File: config.mk
export PLATFORM = sky130hd
export DESIGN_NAME = frb_reader
export DESIGN_NICKNAME = d
export VERILOG_FILES = /design/src/rtl/frb_pkg.sv /design/src/rtl/frb_ctl_decode.sv /design/src/rtl/frb_wrap_step.sv /design/src/rtl/frb_out_hold.sv /design/src/rtl/frb_reader.sv
export SDC_FILE = /design/constraint.sdc
export NUM_CORES = 1
export LEC_CHECK = 0
export BUFFER_PORTS_ARGS = -buffer_cell sky130_fd_sc_hd__buf_2
export CAP_MARGIN = 15
export CORE_MARGIN = 2
export CORE_UTILIZATION = 30
export DETAILED_ROUTE_END_ITERATION = 10
export PLACE_DENSITY = 0.53
export RECOVER_POWER = 100
export SLEW_MARGIN = 10
export SYNTH_ARGS = -nofsm -noshare
export SYNTH_HDL_FRONTEND = slang
export SYNTH_SLANG_ARGS = --single-unit
File: constraint.sdc
create_clock -name clk -period 6 [get_ports clk]
set_clock_uncertainty 0.05 [all_clocks]
set_input_delay 1.2 -clock clk [delete_from_list [all_inputs] [get_ports clk]]
set_output_delay 1.2 -clock clk [all_outputs]
set_load 0.1 [all_outputs]
File: src/rtl/frb_pkg.sv
package frb_pkg;

    localparam int WORD_W    = 16;
    localparam int BYTE_W    = 8;
    localparam int LEN_W     = 9;
    localparam int MODE_LSB  = 9;
    localparam int VOICE_BIT = 11;
    localparam int EOF_BIT   = 12;
    localparam int HDR_TOP   = 12;

    typedef enum logic [1:0] {
        MODE_ASYNC    = 2'b00,
        MODE_RAW      = 2'b01,
        MODE_HDLC     = 2'b10,
        MODE_ASYNC_MS = 2'b11
    } frb_mode_e;

    typedef struct packed {
        logic      eof;
        logic      voice;
        frb_mode_e mode;
    } frb_attr_t;

    typedef struct packed {
        frb_attr_t        attr;
        logic [LEN_W-1:0] len;
    } frb_hdr_t;

    typedef struct packed {
        logic [BYTE_W-1:0] data;
        logic              last;
        logic              empty;
        frb_attr_t         attr;
    } frb_beat_t;

    typedef enum logic [2:0] {
        ST_IDLE    = 3'd0,
        ST_HDR_REQ = 3'd1,
        ST_HDR_CAP = 3'd2,
        ST_DAT_REQ = 3'd3,
        ST_DAT_CAP = 3'd4,
        ST_BEAT    = 3'd5,
        ST_COMMIT  = 3'd6
    } frb_state_e;

endpackage

File: src/rtl/frb_ctl_decode.sv
module frb_ctl_decode
    import frb_pkg::*;
(
    input  logic [WORD_W-1:0] word,
    output frb_hdr_t          hdr
);

    logic [WORD_W-HDR_TOP-2:0] unused_hi;

    assign unused_hi       = word[WORD_W-1:HDR_TOP+1];
    assign hdr.len         = word[LEN_W-1:0];
    assign hdr.attr.mode   = frb_mode_e'(word[MODE_LSB+1:MODE_LSB]);
    assign hdr.attr.voice  = word[VOICE_BIT];
    assign hdr.attr.eof    = word[EOF_BIT];

endmodule

File: src/rtl/frb_wrap_step.sv
module frb_wrap_step #(
    parameter int ADDR_W = 12,
    parameter int IDX_W  = 8
) (
    input  logic [IDX_W-1:0]  idx,
    input  logic [IDX_W-1:0]  len,
    input  logic [ADDR_W-1:0] base,
    output logic [IDX_W-1:0]  nxt,
    output logic [ADDR_W-1:0] addr
);

    logic [IDX_W-1:0] top_idx;

    assign top_idx = len - IDX_W'(1);
    assign nxt     = (idx == top_idx) ? '0 : idx + IDX_W'(1);

    generate
        if (ADDR_W > IDX_W) begin : g_widen
            assign addr = base + {{(ADDR_W-IDX_W){1'b0}}, idx};
        end else begin : g_narrow
            assign addr = base + idx[ADDR_W-1:0];
        end
    endgenerate

endmodule

File: src/rtl/frb_out_hold.sv
module frb_out_hold
    import frb_pkg::*;
(
    input  logic      clk,
    input  logic      rst_n,
    input  logic      load,
    input  frb_beat_t ld_beat,
    input  logic      ready,
    output logic      valid,
    output logic      take,
    output frb_beat_t beat
);

    logic      valid_q;
    frb_beat_t beat_q;

    always_ff @(posedge clk) begin
        if (!rst_n) begin
            valid_q <= 1'b0;
            beat_q  <= '0;
        end else if (load) begin
            valid_q <= 1'b1;
            beat_q  <= ld_beat;
        end else if (take) begin
            valid_q <= 1'b0;
        end
    end

    assign take  = valid_q & ready;
    assign valid = valid_q;
    assign beat  = beat_q;

    // an offered beat stays put until it is taken
    p_hold_stable_r10: assert property (@(posedge clk) disable iff (!rst_n)
        (valid_q && !ready) |=> (valid_q && $stable(beat_q)));

    // a new beat is never loaded over one still waiting
    p_no_overwrite_r10: assert property (@(posedge clk) disable iff (!rst_n)
        load |-> !valid_q);

endmodule

File: src/rtl/frb_reader.sv
module frb_reader
    import frb_pkg::*;
#(
    parameter int ADDR_W = 12,
    parameter int IDX_W  = 8
) (
    input  logic              clk,
    input  logic              rst_n,
    input  logic [ADDR_W-1:0] cfg_base,
    input  logic [IDX_W-1:0]  cfg_len,
    input  logic [IDX_W-1:0]  prod_wptr,
    output logic              mem_rd_en,
    output logic [ADDR_W-1:0] mem_rd_addr,
    input  logic [15:0]       mem_rd_data,
    output logic              out_valid,
    input  logic              out_ready,
    output logic [7:0]        out_data,
    output logic              out_last,
    output logic              out_empty,
    output logic [1:0]        out_mode,
    output logic              out_voice,
    output logic              out_eof,
    output logic [IDX_W-1:0]  rptr,
    output logic              rptr_upd
);

    localparam logic [LEN_W-1:0] ONE_LEFT = LEN_W'(1);

    frb_state_e        state_q, state_d;
    logic [IDX_W-1:0]  widx_q, widx_nxt, rptr_q;
    logic [ADDR_W-1:0] widx_addr;
    logic [LEN_W-1:0]  rem_q;
    frb_attr_t         attr_q;
    frb_hdr_t          hdr_dec;
    frb_beat_t         ld_beat, cur_beat;
    logic              has_word, ld, take, adv_idx, cap_hdr, cap_byte, commit;

    frb_wrap_step #(.ADDR_W(ADDR_W), .IDX_W(IDX_W)) u_step (
        .idx  (widx_q),
        .len  (cfg_len),
        .base (cfg_base),
        .nxt  (widx_nxt),
        .addr (widx_addr)
    );

    frb_ctl_decode u_dec (
        .word (mem_rd_data),
        .hdr  (hdr_dec)
    );

    frb_out_hold u_hold (
        .clk     (clk),
        .rst_n   (rst_n),
        .load    (ld),
        .ld_beat (ld_beat),
        .ready   (out_ready),
        .valid   (out_valid),
        .take    (take),
        .beat    (cur_beat)
    );

    assign has_word = (widx_q != prod_wptr);

    // state register
    always_ff @(posedge clk) begin
        if (!rst_n) state_q <= ST_IDLE;
        else        state_q <= state_d;
    end

    // transitions
    always_comb begin
        state_d = state_q;
        unique case (state_q)
            ST_IDLE:    if (has_word) state_d = ST_HDR_REQ;
            ST_HDR_REQ: state_d = ST_HDR_CAP;
            ST_HDR_CAP: state_d = (hdr_dec.len == '0) ? ST_BEAT : ST_DAT_REQ;
            ST_DAT_REQ: if (has_word) state_d = ST_DAT_CAP;
            ST_DAT_CAP: state_d = ST_BEAT;
            ST_BEAT:    if (take) state_d = (rem_q == '0) ? ST_COMMIT : ST_DAT_REQ;
            ST_COMMIT:  state_d = ST_IDLE;
            default:    state_d = ST_IDLE;
        endcase
    end

    // outputs and datapath controls
    always_comb begin
        mem_rd_en = 1'b0;
        ld        = 1'b0;
        ld_beat   = '0;
        cap_hdr   = 1'b0;
        cap_byte  = 1'b0;
        adv_idx   = 1'b0;
        commit    = 1'b0;
        rptr_upd  = 1'b0;
        unique case (state_q)
            ST_IDLE: ;
            ST_HDR_REQ: mem_rd_en = 1'b1;
            ST_HDR_CAP: begin
                cap_hdr = 1'b1;
                adv_idx = 1'b1;
                if (hdr_dec.len == '0) begin
                    ld            = 1'b1;
                    ld_beat.empty = 1'b1;
                    ld_beat.last  = hdr_dec.attr.eof;
                    ld_beat.attr  = hdr_dec.attr;
                end
            end
            ST_DAT_REQ: mem_rd_en = has_word;
            ST_DAT_CAP: begin
                cap_byte     = 1'b1;
                adv_idx      = 1'b1;
                ld           = 1'b1;
                ld_beat.data = mem_rd_data[BYTE_W-1:0];
                ld_beat.last = attr_q.eof && (rem_q == ONE_LEFT);
                ld_beat.attr = attr_q;
            end
            ST_BEAT:   commit = take && (rem_q == '0);
            ST_COMMIT: rptr_upd = 1'b1;
            default: ;
        endcase
    end

    // working index, remaining count, frame attributes, published pointer
    always_ff @(posedge clk) begin
        if (!rst_n) begin
            widx_q <= '0;
            rptr_q <= '0;
            rem_q  <= '0;
            attr_q <= '0;
        end else begin
            if (adv_idx)  widx_q <= widx_nxt;
            if (cap_hdr) begin
                attr_q <= hdr_dec.attr;
                rem_q  <= hdr_dec.len;
            end
            if (cap_byte) rem_q  <= rem_q - ONE_LEFT;
            if (commit)   rptr_q <= widx_q;
        end
    end

    assign mem_rd_addr = widx_addr;
    assign rptr        = rptr_q;
    assign out_data    = cur_beat.data;
    assign out_last    = cur_beat.last;
    assign out_empty   = cur_beat.empty;
    assign out_mode    = cur_beat.attr.mode;
    assign out_voice   = cur_beat.attr.voice;
    assign out_eof     = cur_beat.attr.eof;

    // the published pointer moves only with its strobe
    p_rptr_moves_with_upd_r11: assert property (@(posedge clk) disable iff (!rst_n)
        (rptr != $past(rptr)) |-> rptr_upd);

    // the strobe lasts a single cycle
    p_upd_single_r11: assert property (@(posedge clk) disable iff (!rst_n)
        rptr_upd |=> !rptr_upd);

    // every read stays inside the ring window
    p_rd_in_window_r6: assert property (@(posedge clk) disable iff (!rst_n)
        mem_rd_en |-> ((mem_rd_addr - cfg_base) < ADDR_W'(cfg_len)));

    // no read at the producer's write index
    p_rd_not_at_wptr_r7: assert property (@(posedge clk) disable iff (!rst_n)
        mem_rd_en |-> (widx_q != prod_wptr));

    // a last beat only on frames flagged end-of-frame
    p_last_needs_eof_r9: assert property (@(posedge clk) disable iff (!rst_n)
        (out_valid && out_last) |-> out_eof);

    // a marker carries no data and closes its frame per its eof bit
    p_marker_shape_r8: assert property (@(posedge clk) disable iff (!rst_n)
        (out_valid && out_empty) |-> (out_data == '0 && out_last == out_eof));

endmodule

# --- Word level (Yosys, flattened, before mapping) ---
# Cells that the tools add are included.
op_classes:
  n_addsub: 4
  eq_ne: 12
  mux: 24
  n_bitwise: 1
  reduce_logical: 9
op_table:
  columns: ["cell", "n"]
  rows:
  - ["9-bit logical NOT", 2]
  - ["9-bit 2-to-1 mux", 2]
  - ["3-bit one-hot mux with 6 select lines", 1]
  - ["8-bit 2-to-1 mux", 2]
  - ["3-bit 2-to-1 mux", 5]
  - ["12-bit by 8-bit adder with 12-bit output", 1]
  - ["3-bit equality test (second input constant)", 3]
  - ["9-bit by 1-bit equality test with 1-bit output (second input constant)", 1]
  - ["1-bit 2-to-1 mux", 9]
  - ["9-bit by 1-bit subtractor with 9-bit output (second input constant)", 1]
  - ["8-bit by 1-bit adder with 8-bit output (second input constant)", 1]
  - ["8-bit equality test", 1]
  - ["8-bit inequality test", 1]
  - ["4-bit one-hot mux with 2 select lines", 1]
  - ["8-bit by 1-bit subtractor with 8-bit output (second input constant)", 1]
  - ["3-bit by 2-bit equality test with 1-bit output (second input constant)", 2]
  - ["6-bit 2-to-1 mux", 1]
  - ["2-bit inequality test (second input constant)", 3]
  - ["1-bit one-hot mux with 2 select lines", 3]
  - ["2-bit nonzero test", 2]
  - ["3-bit by 1-bit equality test with 1-bit output (second input constant)", 1]
  - ["3-bit logical NOT", 1]
  - ["3-bit AND reduction", 1]
  - ["1-bit logical AND", 2]
  - ["other kinds (2)", 2]
word_totals:
  reg_bits: 47
  input_bits: 47
  out_inout_bits: 37
  wordCells: 64

# --- Logic depth before layout (Yosys ltp) ---
# Gate-level depths: netlist of run 1.
logic_depth:
  depth_word: 4
  depth_mapped: 9
  ltp_nobuf: 8

# --- Hierarchy ---
# From an unflattened synthesis of run 1, not the netlist that was laid out.
unflattened:
  cells_unflattened: 375
  hier_area_um2: 3300.7
modules_own_cells:
  columns: ["module", "n_inst", "cells_per_inst", "area_per_inst_um2", "seq_area_each_um2"]
  rows:
  - ["frb_reader", 1, 205, 1820.5, 640.6]
  - ["frb_wrap_step", 1, 108, 799.5, 0.0]
  - ["frb_out_hold", 1, 49, 583.1, 300.3]
  - ["frb_ctl_decode", 1, 13, 97.6, 0.0]

# --- Worst setup path after synthesis of run 1 ---
# OpenSTA, ideal clock, no wires.
synth_timing:
  kind: "input-to-output"
  startpoint: "input cfg_base[0]"
  endpoint: "output mem_rd_addr[6]"
  arrival_ns: 4.745
  required_ns: 4.750
  path_slack_ns: 0.005
  stages: 7
  n_path_buf: 0
  cell_sequence: "ha_1 > fa_1 > a21o_1 > a21oi_1 > nor2b_1 > o31ai_1 > a21boi_0"
synth_between:
  elab_chain_cells: 1
synth_lines:
  columns: ["item", "line", "source"]
  rows:
  - ["from (decl)", "frb_reader.sv:9", "input logic [ADDR_W-1:0] cfg_base,"]
  - ["12-bit by 8-bit adder with 12-bit output", "frb_wrap_step.sv:19", "assign addr = base + {{(ADDR_W-IDX_W){1'b0}}, idx};"]
  - ["to (decl)", "frb_reader.sv:13", "output logic [ADDR_W-1:0] mem_rd_addr,"]
# Every way passes these cells.

# --- Final worst setup path of run 1 ---
layout_timing:
  startpoint: "input cfg_base[0]"
  endpoint: "output mem_rd_addr[10]"
# The elaborated chain is that of the path after synthesis.

==> metrics.md, run 1 <==
| Metric | Value |
|---|---|
| Outcome | `finished with violations` |
| Violated checks | `capacitance limit, slew limit` |
| Worst VDD drop | `99.60 uV` |
| Vias in the first global route | `2560` |
| CTS tree | `built` |
| Final worst path period need | `5.129 ns` |
| Worst Path Buf+Inv | `2` |
| Commonest non-fill, non-tap cell in the layout | `dfxtp_1` |
| Min Hold Slack | `0.4076 ns` |
| Ranking of synthesized cells by area | `dfxtp_1 33%, xor2_1 5.9%, nor2_1 5.7%, a21oi_1 5.3%, ha_1 5.3%` |
| Final Hold Viols | `0` |
| Final Util | `a little over a third` |
| Synth top area share | `33.45%` |
| CP Class | `in -> out` |
| Min-delay worst type | `reg -> reg` |
| Clock insertion delay at the later pin of the skew report | `0.30 ns` |
| Largest area contributor in the netlist | `dfxtp_1` |
| Maximum single-stage delay on the critical path | `0.87 ns` |
| Worst EP required | `4.75 ns` |
| Place WS | `between 1 and 1.5 ns` |
| PortBufs | `80` |
| Syn Inst Count | `340` |
| Initial antenna violation count | `0` |
| Num CTS Buffers | `5` |
| Fmax | `195.0 MHz` |
| Area of the multi-input gates | `1708 sq um` |
| Crit-path cells | `buf_2, ha_1, fa_1, a21o_1, a21oi_1, nor2b_1, o31ai_1, a211oi_1, xor2_1, clkbuf_1` |
| Top FF cell, synth | `dfxtp_1` |
| EDFF count, synth | `0` |
| Top delay family on crit path | `buffers and inverters` |
| Io pins | `84` |
| Share of the yosys chip area belonging to registers | `33.45%` |
| Drt wl/cell | `between 10 and 15 um` |
| Final setup margin | `0.8709 ns` |
| DP HPWL | `approximately 5500 um` |
| Share of cells above drive strength 1 | `about an eighth` |
| Antenna-violating nets left | `0` |
| Synthesis-stage register bit count | `47` |
| Synthesized area | `2813 sq um` |
| Worst-Margin Slew | `1.612 ns` |
| Drt pass-1 iters | `4` |
| Most frequent cells in the layout | `47 x dfxtp_1, 43 x nor2_1, 41 x clkbuf_1, 41 x buf_2, 30 x a21oi_1` |
| Reg area | `between 900 and 1000 sq um` |
| Fill cell count | `~980` |
| FFs w/ async S/R, synth | `0%` |
| Worst Path Max Fanout | `3` |
| Die Height | `100.8 um` |
| Max-slew violations | `34` |
| Max Cap Viol | `1` |
| Area delta synth->final | `17.79%` |
| Full die area | `between 10000 and 15000 sq um` |
| GP Congestion | `0.8181` |
| Slew HR | `-7.469%` |
| Power density cells | `226.5 nW/um^2` |
| CTS root buf | `clkbuf_8` |
| Wirelength, routed | `roughly 7400 um` |
| Antenna Diode Count | `0` |
| Vias/cell | `a little over 5` |
| CTS Sinks | `47` |
| RSZ-0062 raised after global routing | `no` |
| Worst Setup Start Kind | `input pin` |
| Finish-stage setup viols | `0` |
| Crit path max-delay cell type | `clkbuf_1` |
| Residual DRC | `0` |
| First-pass GRT wire length | `12080 um` |
| Leakage | `0.001377 uW` |
| Worst EP arrival | `3.88 ns` |
| Syn Area/Cell | `8.273 sq um` |
| Number of H-tree branching levels | `2` |
| Period utilization | `85.48%` |
| Gr usage total | `about 15%` |
| Post_cts resized | `0` |
| Initial Util | `30.73%` |
| Chip width | `100.8 um` |
| CORE AREA | `~9200 sq um` |
| Hold Buf Count CTS | `0` |
| Via count | `~2700` |
| Setup_tns | `0 ns` |
| Nets | `474` |
| Row count | `35` |
| Unique masters post-synth | `54` |
| CP Capture Type | `primary output` |
| Clock Pin Slew Worst Setup and Hold Paths | `0.08 ns` |
| Postcts setup bufs | `0` |
| Total grt overflow | `0` |
| YS warnings | `0` |
| Largest buffer count on any clock path | `2` |
| Largest net degree at the start of global routing | `34` |
| DR iter-0 viols | `123` |
| Post-synth net total | `400` |
[tightest hold or removal path: cells and delay by family, from the launching register on]
family | cells | cell delay (ns)
simple gates | 1 | 0.05
compound gates | 1 | 0.05
flops | 1 | 0.31
[cells in the mapped netlist (all sizes together) (7+ instances only)]
library cell,count
a22oi,14
a21o,7
a21oi,30
inv,13
dfxtp,47
xnor2,10
xor2,19
clkbuf,12
nor2,44
mux2i,8
nor3,7
nand2b,7
ha,12
nand3,7
nand2,29
[through the flow]
step,std cells,cell area [sq um],total power [uW]
final,525,3313,750.3
after floorplan,340,2813,493.9
after detailed placement,517,3302,545.2
after CTS,524,3405,772.2
after global placement,517,3302,543.5
after global routing,525,3313,787.7
[state kept, by name (all words and copies together), names as in the netlist]
signal / cells
u_hold.valid: 1
attr_q: 4
rptr: 8
widx_q: 8
rem_q: 9
state_q: 3
u_hold.beat: 14
[final timing paths]
| check | from | end | slack (ns) | cells past startpoint |
|---|---|---|---|---|
| setup / recovery | cfg_base[0] | mem_rd_addr[10] | 0.87 | 10 |
| hold / removal | u_hold.beat[2] | u_hold.beat[2] | 0.41 | 2 |
| setup reg to reg | rem_q[3] | rptr[2] | 3.25 | 6 |
| hold reg to reg | u_hold.beat[2] | u_hold.beat[2] | 0.41 | 2 |
[cells by family (layout without fill, tap and decap cells)]
kind of cell | after synthesis | count (layout) | share of synthesized area (%)
compound gates | 92 | 92 | 22.42
xor+xnor | 29 | 29 | 9.030
fa+ha+maj | 13 | 13 | 6.050
buf+inv | 29 | 103 | 4.048
flops | 47 | 47 | 33.45
mux | 8 | 8 | 2.847
simple gates | 122 | 122 | 22.15
[power by group]
group          switching (uW)  leakage [uW]  internal [uW]
Clock                     102     0.0000513            122
Combinational             137      0.000946           52.1
Sequential               15.3      0.000380            322
[routing by layer]
metal / GRT usage, % / vias up / routed length [um]
met5: 0 / - / 0
met4: 4.215 / 0 / 105
met3: 2.219 / 9 / 286
met2: 25.85 / 62 / 3459
met1: 18.45 / 1273 / 3535
li1: - / 1367 / -
[area by class of cell]
cell class	count	share of cell area (%)
well taps	111	4.192
multi-input cells	264	51.55
flip-flops and latches	47	28.40
clock buffers	6	2.190
clock inverters	1	0.9063
repair buffers	83	11.29
inverters	13	1.473
Note: power is estimated with default switching activity, not from simulation.
==> run 2: changes to the inputs <==
--- a/config.mk
+++ b/config.mk
@@ -10,7 +10,6 @@
 export CORE_MARGIN = 2
 export CORE_UTILIZATION = 30
 export DETAILED_ROUTE_END_ITERATION = 10
-export PLACE_DENSITY = 0.53
 export RECOVER_POWER = 100
 export SLEW_MARGIN = 10
 export SYNTH_ARGS = -nofsm -noshare
==> metrics.md, run 2 (synthesized netlist as in run 1, its figures left out) <==
| Metric | Value |
|---|---|
| Setup_tns | `0 ns (unchanged)` |
| CTS Sinks | `47 (unchanged)` |
| Hold_sp | `attr_q[0] (was u_hold.beat[2])` |
| Max Cap Viol | `0 (was 1)` |
| CTS root buf | `clkbuf_8 (unchanged)` |
| Finish-stage setup viols | `0 (unchanged)` |
| Io pins | `84 (unchanged)` |
| Worst Path Max Fanout | `3 (unchanged)` |
| Area of the multi-input gates | `1708 sq um (unchanged)` |
| Slew HR | `1.896% (was -7.469%)` |
| Number of H-tree branching levels | `2 (unchanged)` |
| Num CTS Buffers | `5 (unchanged)` |
| Cell-internal power | `496.2 uW (was 496.4 uW)` |
| Initial Util | `30.73% (unchanged)` |
| Drt wl/cell | `13.77 um (was 14.07 um)` |
| First-pass GRT wire length | `11960 um (was 12080 um)` |
| GP Congestion | `0.7947 (was 0.8181)` |
| Fmax | `194.8 MHz (was 195.0 MHz)` |
| Hold Buf Count CTS | `0 (unchanged)` |
| Vias in the first global route | `2460 (was 2560)` |
| Clock Pin Slew Worst Setup and Hold Paths | `0.08 ns (about the same)` |
| Row count | `35 (unchanged)` |
| Full die area | `10170 sq um (unchanged)` |
| Chip width | `100.8 um (unchanged)` |
| Worst EP arrival | `3.88 ns (about the same)` |
| Initial antenna violation count | `0 (unchanged)` |
| Reg area | `940.9 sq um (unchanged)` |
| Sequential share of power | `44.9% (was 45.0%)` |
| Outcome | `complete, no violations (was finished with violations)` |
| DR iter-0 viols | `141 (was 123)` |
| Most frequent cells in the layout | `47 x dfxtp_1, 43 x nor2_1, 42 x clkbuf_1 (was 47 x dfxtp_1, 43 x nor2_1, 41 x clkbuf_1, 41 x buf_2, 30 x a21oi_1)` |
| Area delta synth->final | `17.35% (was 17.79%)` |
| Power density cells | `227.8 nW/um^2 (was 226.5 nW/um^2)` |
| Sw Share | `34.01% (was 33.83%)` |
| Net Sw Power | `255.7 uW (was 253.8 uW)` |
| CORE AREA | `9153 sq um (unchanged)` |
| CTS tree | `built (unchanged)` |
| Worst-Margin Slew | `1.472 ns (was 1.612 ns)` |
| Via count | `2713 (was 2711)` |
| Hold path depth | `2 (unchanged)` |
| Worst VDD drop | `115.0 uV (was 99.60 uV)` |
| Clock power share | `30.1% (was 29.9%)` |
| Wirelength, routed | `7217 um (was 7386 um)` |
| Drt pass-1 iters | `4 (unchanged)` |
| Min Hold Slack | `0.4092 ns (was 0.4076 ns)` |
| Worst Setup Start Kind | `input pin (unchanged)` |
| Max reg flops | `14 (unchanged)` |
| CP Capture Type | `primary output (unchanged)` |
| Fill cell count | `1003 (was 984)` |
| Die Height | `100.8 um (unchanged)` |
| Final worst path period need | `5.135 ns (was 5.129 ns)` |
| Critical Path Start | `cfg_base[0] (unchanged)` |
| Commonest non-fill, non-tap cell in the layout | `dfxtp_1 (unchanged)` |
| Gr usage total | `14.43% (was 14.66%)` |
| Largest buffer count on any clock path | `2 (unchanged)` |
| Worst Reg2Reg Path Length in Cells | `6 (unchanged)` |
| Worst flop-to-flop path startpoint | `rem_q[3] (unchanged)` |
| Post_cts resized | `0 (unchanged)` |
| Max-slew violations | `0 (was 34)` |
| Period utilization | `85.58% (was 85.48%)` |
| Finished Cell Area | `3301 sq um (was 3313 sq um)` |
| Postcts setup bufs | `0 (unchanged)` |
| PortBufs | `80 (unchanged)` |
| Total grt overflow | `0 (unchanged)` |
| Fin cells | `524 (was 525)` |
| Residual DRC | `0 (unchanged)` |
| RSZ-0062 raised after global routing | `no (unchanged)` |
| Leakage | `0.001368 uW (was 0.001377 uW)` |
| Vias/cell | `5.177 (was 5.164)` |
| Antenna-violating nets left | `0 (unchanged)` |
| Clock insertion delay at the later pin of the skew report | `0.30 ns (about the same)` |
| Placed inst area | `3302 sq um (unchanged)` |
| Inst Count DP | `517 (unchanged)` |
| Nets | `473 (was 474)` |
| Share of cells above drive strength 1 | `12.35% (was 12.80%)` |
| DP HPWL | `5461 um (was 5516 um)` |
| Min-delay worst type | `reg -> reg (unchanged)` |
| Final Hold Viols | `0 (unchanged)` |
| CP Class | `in -> out (unchanged)` |
| Comb power frac | `25.0% (was 25.1%)` |
| Largest net degree at the start of global routing | `34 (unchanged)` |
| Antenna Diode Count | `0 (unchanged)` |
| Worst EP required | `4.75 ns (about the same)` |
## run 2: cell count changes in the layout (fill, tap and decap cells not counted)
| cell | change |
|---|---|
| buf_2 | -1 |
| buf_6 | -1 |
| clkbuf_1 | +1 |
## run 2: critical path, stage by stage
cell      delay, ns
buf_2          0.10
ha_1           0.21
fa_1           0.40
a21o_1         0.18
a21oi_1        0.21
nor2b_1        0.09
o31ai_1        0.32
a21oi_1        0.14
xor2_1         0.15
clkbuf_1       0.88
## run 2: layout make-up
type                    instances  area share, %
clock inverters                 1         0.9098
multi-input cells             264          51.74
well taps                     111          4.208
repair buffers                 82          10.96
inverters                      13          1.478
flip-flops and latches         47          28.51
clock buffers                   6          2.199
## run 2: metrics by stage
step / utilization (%) / worst slack, ns / power, uW
finish: 36.06 / 0.8653 / 751.9
global route: 36.06 / 0.5840 / 785.7
CTS: 37.20 / 1.289 / 771.0
detailed placement: 36.08 / 1.290 / 545.9
global placement: 36.08 / 1.295 / 542.1
floorplan: - / 0.004776 / 493.9
## run 2: metal layers
| metal | GRT usage [%] | share of wire, % | vias to the layer above |
|---|---|---|---|
| li1 | - | - | 1364 |
| met1 | 19.17 | 47 | 1272 |
| met2 | 24.21 | 48 | 71 |
| met3 | 2.219 | 4.4 | 6 |
| met4 | 4.110 | 1.1 | 0 |
| met5 | 0 | 0 | - |
## run 2: path summary, 6_finish.rpt
check	endpoint	slack [ns]
max	mem_rd_addr[8]	0.87
min reg2reg	attr_q[0]	0.41
min	attr_q[0]	0.41
max reg2reg	rptr[6]	3.15
## run 2: power groups by stage
stage | clock network, uW | registers (uW) | logic (uW)
after floorplan | 0 | 344 | 150
after global placement | 0 | 345 | 197
after detailed placement | 0 | 345 | 200
after CTS | 232 | 338 | 201
after global routing | 243 | 340 | 203
final | 226 | 338 | 188
==> run 3: changes to the inputs <==
--- a/config.mk
+++ b/config.mk
@@ -6,10 +6,11 @@
 export NUM_CORES = 1
 export LEC_CHECK = 0
 export BUFFER_PORTS_ARGS = -buffer_cell sky130_fd_sc_hd__buf_2
-export CAP_MARGIN = 15
+export CAP_MARGIN = 20
 export CORE_MARGIN = 2
 export CORE_UTILIZATION = 30
 export DETAILED_ROUTE_END_ITERATION = 10
+export GPL_TIMING_DRIVEN = 0
 export RECOVER_POWER = 100
 export SLEW_MARGIN = 10
 export SYNTH_ARGS = -nofsm -noshare
==> metrics.md, run 3 (synthesized netlist as in run 1, its figures left out) <==
| Metric | Value |
|---|---|
| Outcome | `complete, no violations (unchanged)` |
| Antenna Diode Count | `0 (unchanged)` |
| Top delay family on crit path | `buffers and inverters (unchanged)` |
| Nets | `487 (was 473)` |
| Fmax | `193.0 MHz (was 194.8 MHz)` |
| Drt pass-1 iters | `4 (unchanged)` |
| Number of H-tree branching levels | `2 (unchanged)` |
| Most frequent cells in the layout | `56 x clkbuf_1, 47 x dfxtp_1, 44 x nor2_1 (was 47 x dfxtp_1, 43 x nor2_1, 42 x clkbuf_1)` |
| CTS root buf | `clkbuf_8 (unchanged)` |
| CP Class | `in -> out (unchanged)` |
| Hold_sp | `attr_q[0] (unchanged)` |
| Min-delay worst type | `reg -> reg (unchanged)` |
| Leakage | `0.001389 uW (was 0.001368 uW)` |
| Hold path depth | `2 (unchanged)` |
| Final Hold Viols | `0 (unchanged)` |
| Crit-path cells | `buf_2, ha_1, fa_1, a21o_1, a21oi_1, nor2b_1, o31ai_1, a211oi_1, xor2_1, clkbuf_1 (was buf_2, ha_1, fa_1, a21o_1, a21oi_1, nor2b_1, o31ai_1, a21oi_1, xor2_1, clkbuf_1)` |
| Residual DRC | `0 (unchanged)` |
| Initial Util | `30.73% (unchanged)` |
| Largest net degree at the start of global routing | `17 (was 34)` |
| Via count | `2773 (was 2713)` |
| Clock Pin Slew Worst Setup and Hold Paths | `0.09 ns (was 0.08 ns)` |
| Full die area | `10170 sq um (unchanged)` |
| Net Sw Power | `271.6 uW (was 255.7 uW)` |
| Largest buffer count on any clock path | `2 (unchanged)` |
| Clock insertion delay at the later pin of the skew report | `0.31 ns (was 0.30 ns)` |
| Io pins | `84 (unchanged)` |
| First-pass GRT wire length | `12450 um (was 11960 um)` |
| Final worst path period need | `5.180 ns (was 5.135 ns)` |
| DR iter-0 viols | `86 (was 141)` |
| Worst EP required | `4.75 ns (about the same)` |
| Antenna-violating nets left | `0 (unchanged)` |
| RSZ-0062 raised after global routing | `no (unchanged)` |
| DP HPWL | `5909 um (was 5461 um)` |
| Row count | `35 (unchanged)` |
| Reg2reg setup slack | `3.29 ns (was 3.15 ns)` |
| Max Cap Viol | `0 (unchanged)` |
| Cell-internal power | `501.3 uW (was 496.2 uW)` |
| Chip width | `100.8 um (unchanged)` |
| Comb power frac | `25.8% (was 25.0%)` |
| Vias/cell | `5.145 (was 5.177)` |
| Worst Setup Start Kind | `input pin (unchanged)` |
| Worst Path Buf+Inv | `2 (unchanged)` |
| Power density cells | `229.0 nW/um^2 (was 227.8 nW/um^2)` |
| Postcts setup bufs | `0 (unchanged)` |
| Worst Reg2Reg Path Length in Cells | `6 (unchanged)` |
| Share of cells above drive strength 1 | `12.15% (was 12.35%)` |
| CTS tree | `built (unchanged)` |
| Fill cell count | `968 (was 1003)` |
| Final Util | `36.87% (was 36.06%)` |
| Finish-stage setup viols | `0 (unchanged)` |
| Num CTS Buffers | `5 (unchanged)` |
| Worst EP arrival | `3.93 ns (was 3.88 ns)` |
| Worst Path Max Fanout | `3 (unchanged)` |
| End of the worst register-to-register path | `rptr[6] (unchanged)` |
| Clock power share | `31.3% (was 30.1%)` |
| Sequential share of power | `42.9% (was 44.9%)` |
| Worst VDD drop | `166.3 uV (was 115.0 uV)` |
| Sw Share | `35.14% (was 34.01%)` |
| Post_cts resized | `0 (unchanged)` |
| Wirelength, routed | `7557 um (was 7217 um)` |
| Hold Buf Count CTS | `0 (unchanged)` |
| Period utilization | `86.34% (was 85.58%)` |
| Vias in the first global route | `2704 (was 2460)` |
| CTS Sinks | `47 (unchanged)` |
| GP Congestion | `0.7889 (was 0.7947)` |
| Area delta synth->final | `19.97% (was 17.35%)` |
| Hold Path Sink | `attr_q[0] (unchanged)` |
| Slew HR | `20.79% (was 1.896%)` |
| Setup_tns | `0 ns (unchanged)` |
| Initial antenna violation count | `0 (unchanged)` |
| Die Height | `100.8 um (unchanged)` |
| Max-slew violations | `0 (unchanged)` |
| Worst flop-to-flop path startpoint | `rem_q[3] (unchanged)` |
| Worst-Margin Slew | `1.193 ns (was 1.472 ns)` |
| CORE AREA | `9153 sq um (unchanged)` |
| Area of the multi-input gates | `1720 sq um (was 1708 sq um)` |
| PortBufs | `80 (unchanged)` |
| CP Capture Type | `primary output (unchanged)` |
| Gr usage total | `15.06% (was 14.43%)` |
| Commonest non-fill, non-tap cell in the layout | `clkbuf_1 (was dfxtp_1)` |
| Reg area | `940.9 sq um (unchanged)` |
| Crit path max-delay cell type | `clkbuf_1 (unchanged)` |
| Maximum single-stage delay on the critical path | `0.88 ns (about the same)` |
| Max reg flops | `14 (unchanged)` |
| Drt wl/cell | `14.02 um (was 13.77 um)` |
| Total grt overflow | `0 (unchanged)` |
run 3: changes by cell type in the layout (fill, tap and decap cells not counted), sizes merged:
| cell | previous run | this run |
|---|---|---|
| clkbuf | 47 | 61 |
| clkinvlp | 0 | 1 |
| inv | 13 | 14 |
| buf | 41 | 40 |
run 3: power groups by stage:
stage,clock [uW],combinational (uW),sequential [uW]
final,242,200,332
after global routing,253,217,334
after CTS,244,211,332
after detailed placement,0,210,339
after global placement,0,207,339
after floorplan,0,150,344
run 3: worst max-delay path by stage:
stage                start  cells after the start              end
2_1_floorplan  cfg_base[0]                      7   mem_rd_addr[6]
3_3_place_gp   cfg_base[0]                     10  mem_rd_addr[10]
3_5_place_dp   cfg_base[0]                     10   mem_rd_addr[8]
4_1_cts        cfg_base[0]                     10   mem_rd_addr[8]
5_1_grt        cfg_base[0]                     10   mem_rd_addr[8]
6_report       cfg_base[0]                     10  mem_rd_addr[10]
run 3: cell type report:
class                   count  area share, %
flip-flops and latches     47          27.88
multi-input cells         264          50.98
repair buffers             80          10.31
plain buffers              16          1.854
clock inverters             3          1.372
well taps                 111          4.116
clock buffers               5          2.039
inverters                  13          1.446
run 3: metal layers:
metal	global-route usage [%]	up-vias	part of all wire, %
met2	25.90	56	48
li1	-	1399	-
met4	4.320	0	0.93
met5	0	-	0
met1	19.31	1312	47
met3	2.566	6	4.6
run 3: through the flow:
step	instance area (sq um)	total power (uW)	setup slack (ns)	hold WS, ns	cells
5_1_grt	3374	804.0	0.6349	0.4421	539
2_1_floorplan	2813	493.9	0.004776	0.3868	340
6_report	3374	772.9	0.8196	0.4166	539
3_3_place_gp	3352	546.4	1.305	0.3934	531
3_5_place_dp	3352	549.4	1.255	0.4060	531
4_1_cts	3467	787.2	1.254	0.4182	539
run 3: worst register-to-register path, stage by stage (launching register included):
cell	delay (ns)
dfxtp_1	0.37
or3_1	0.44
or2_0	0.29
nor4b_1	0.83
nand4_4	0.31
mux2i_1	0.24
nor2_1	0.05
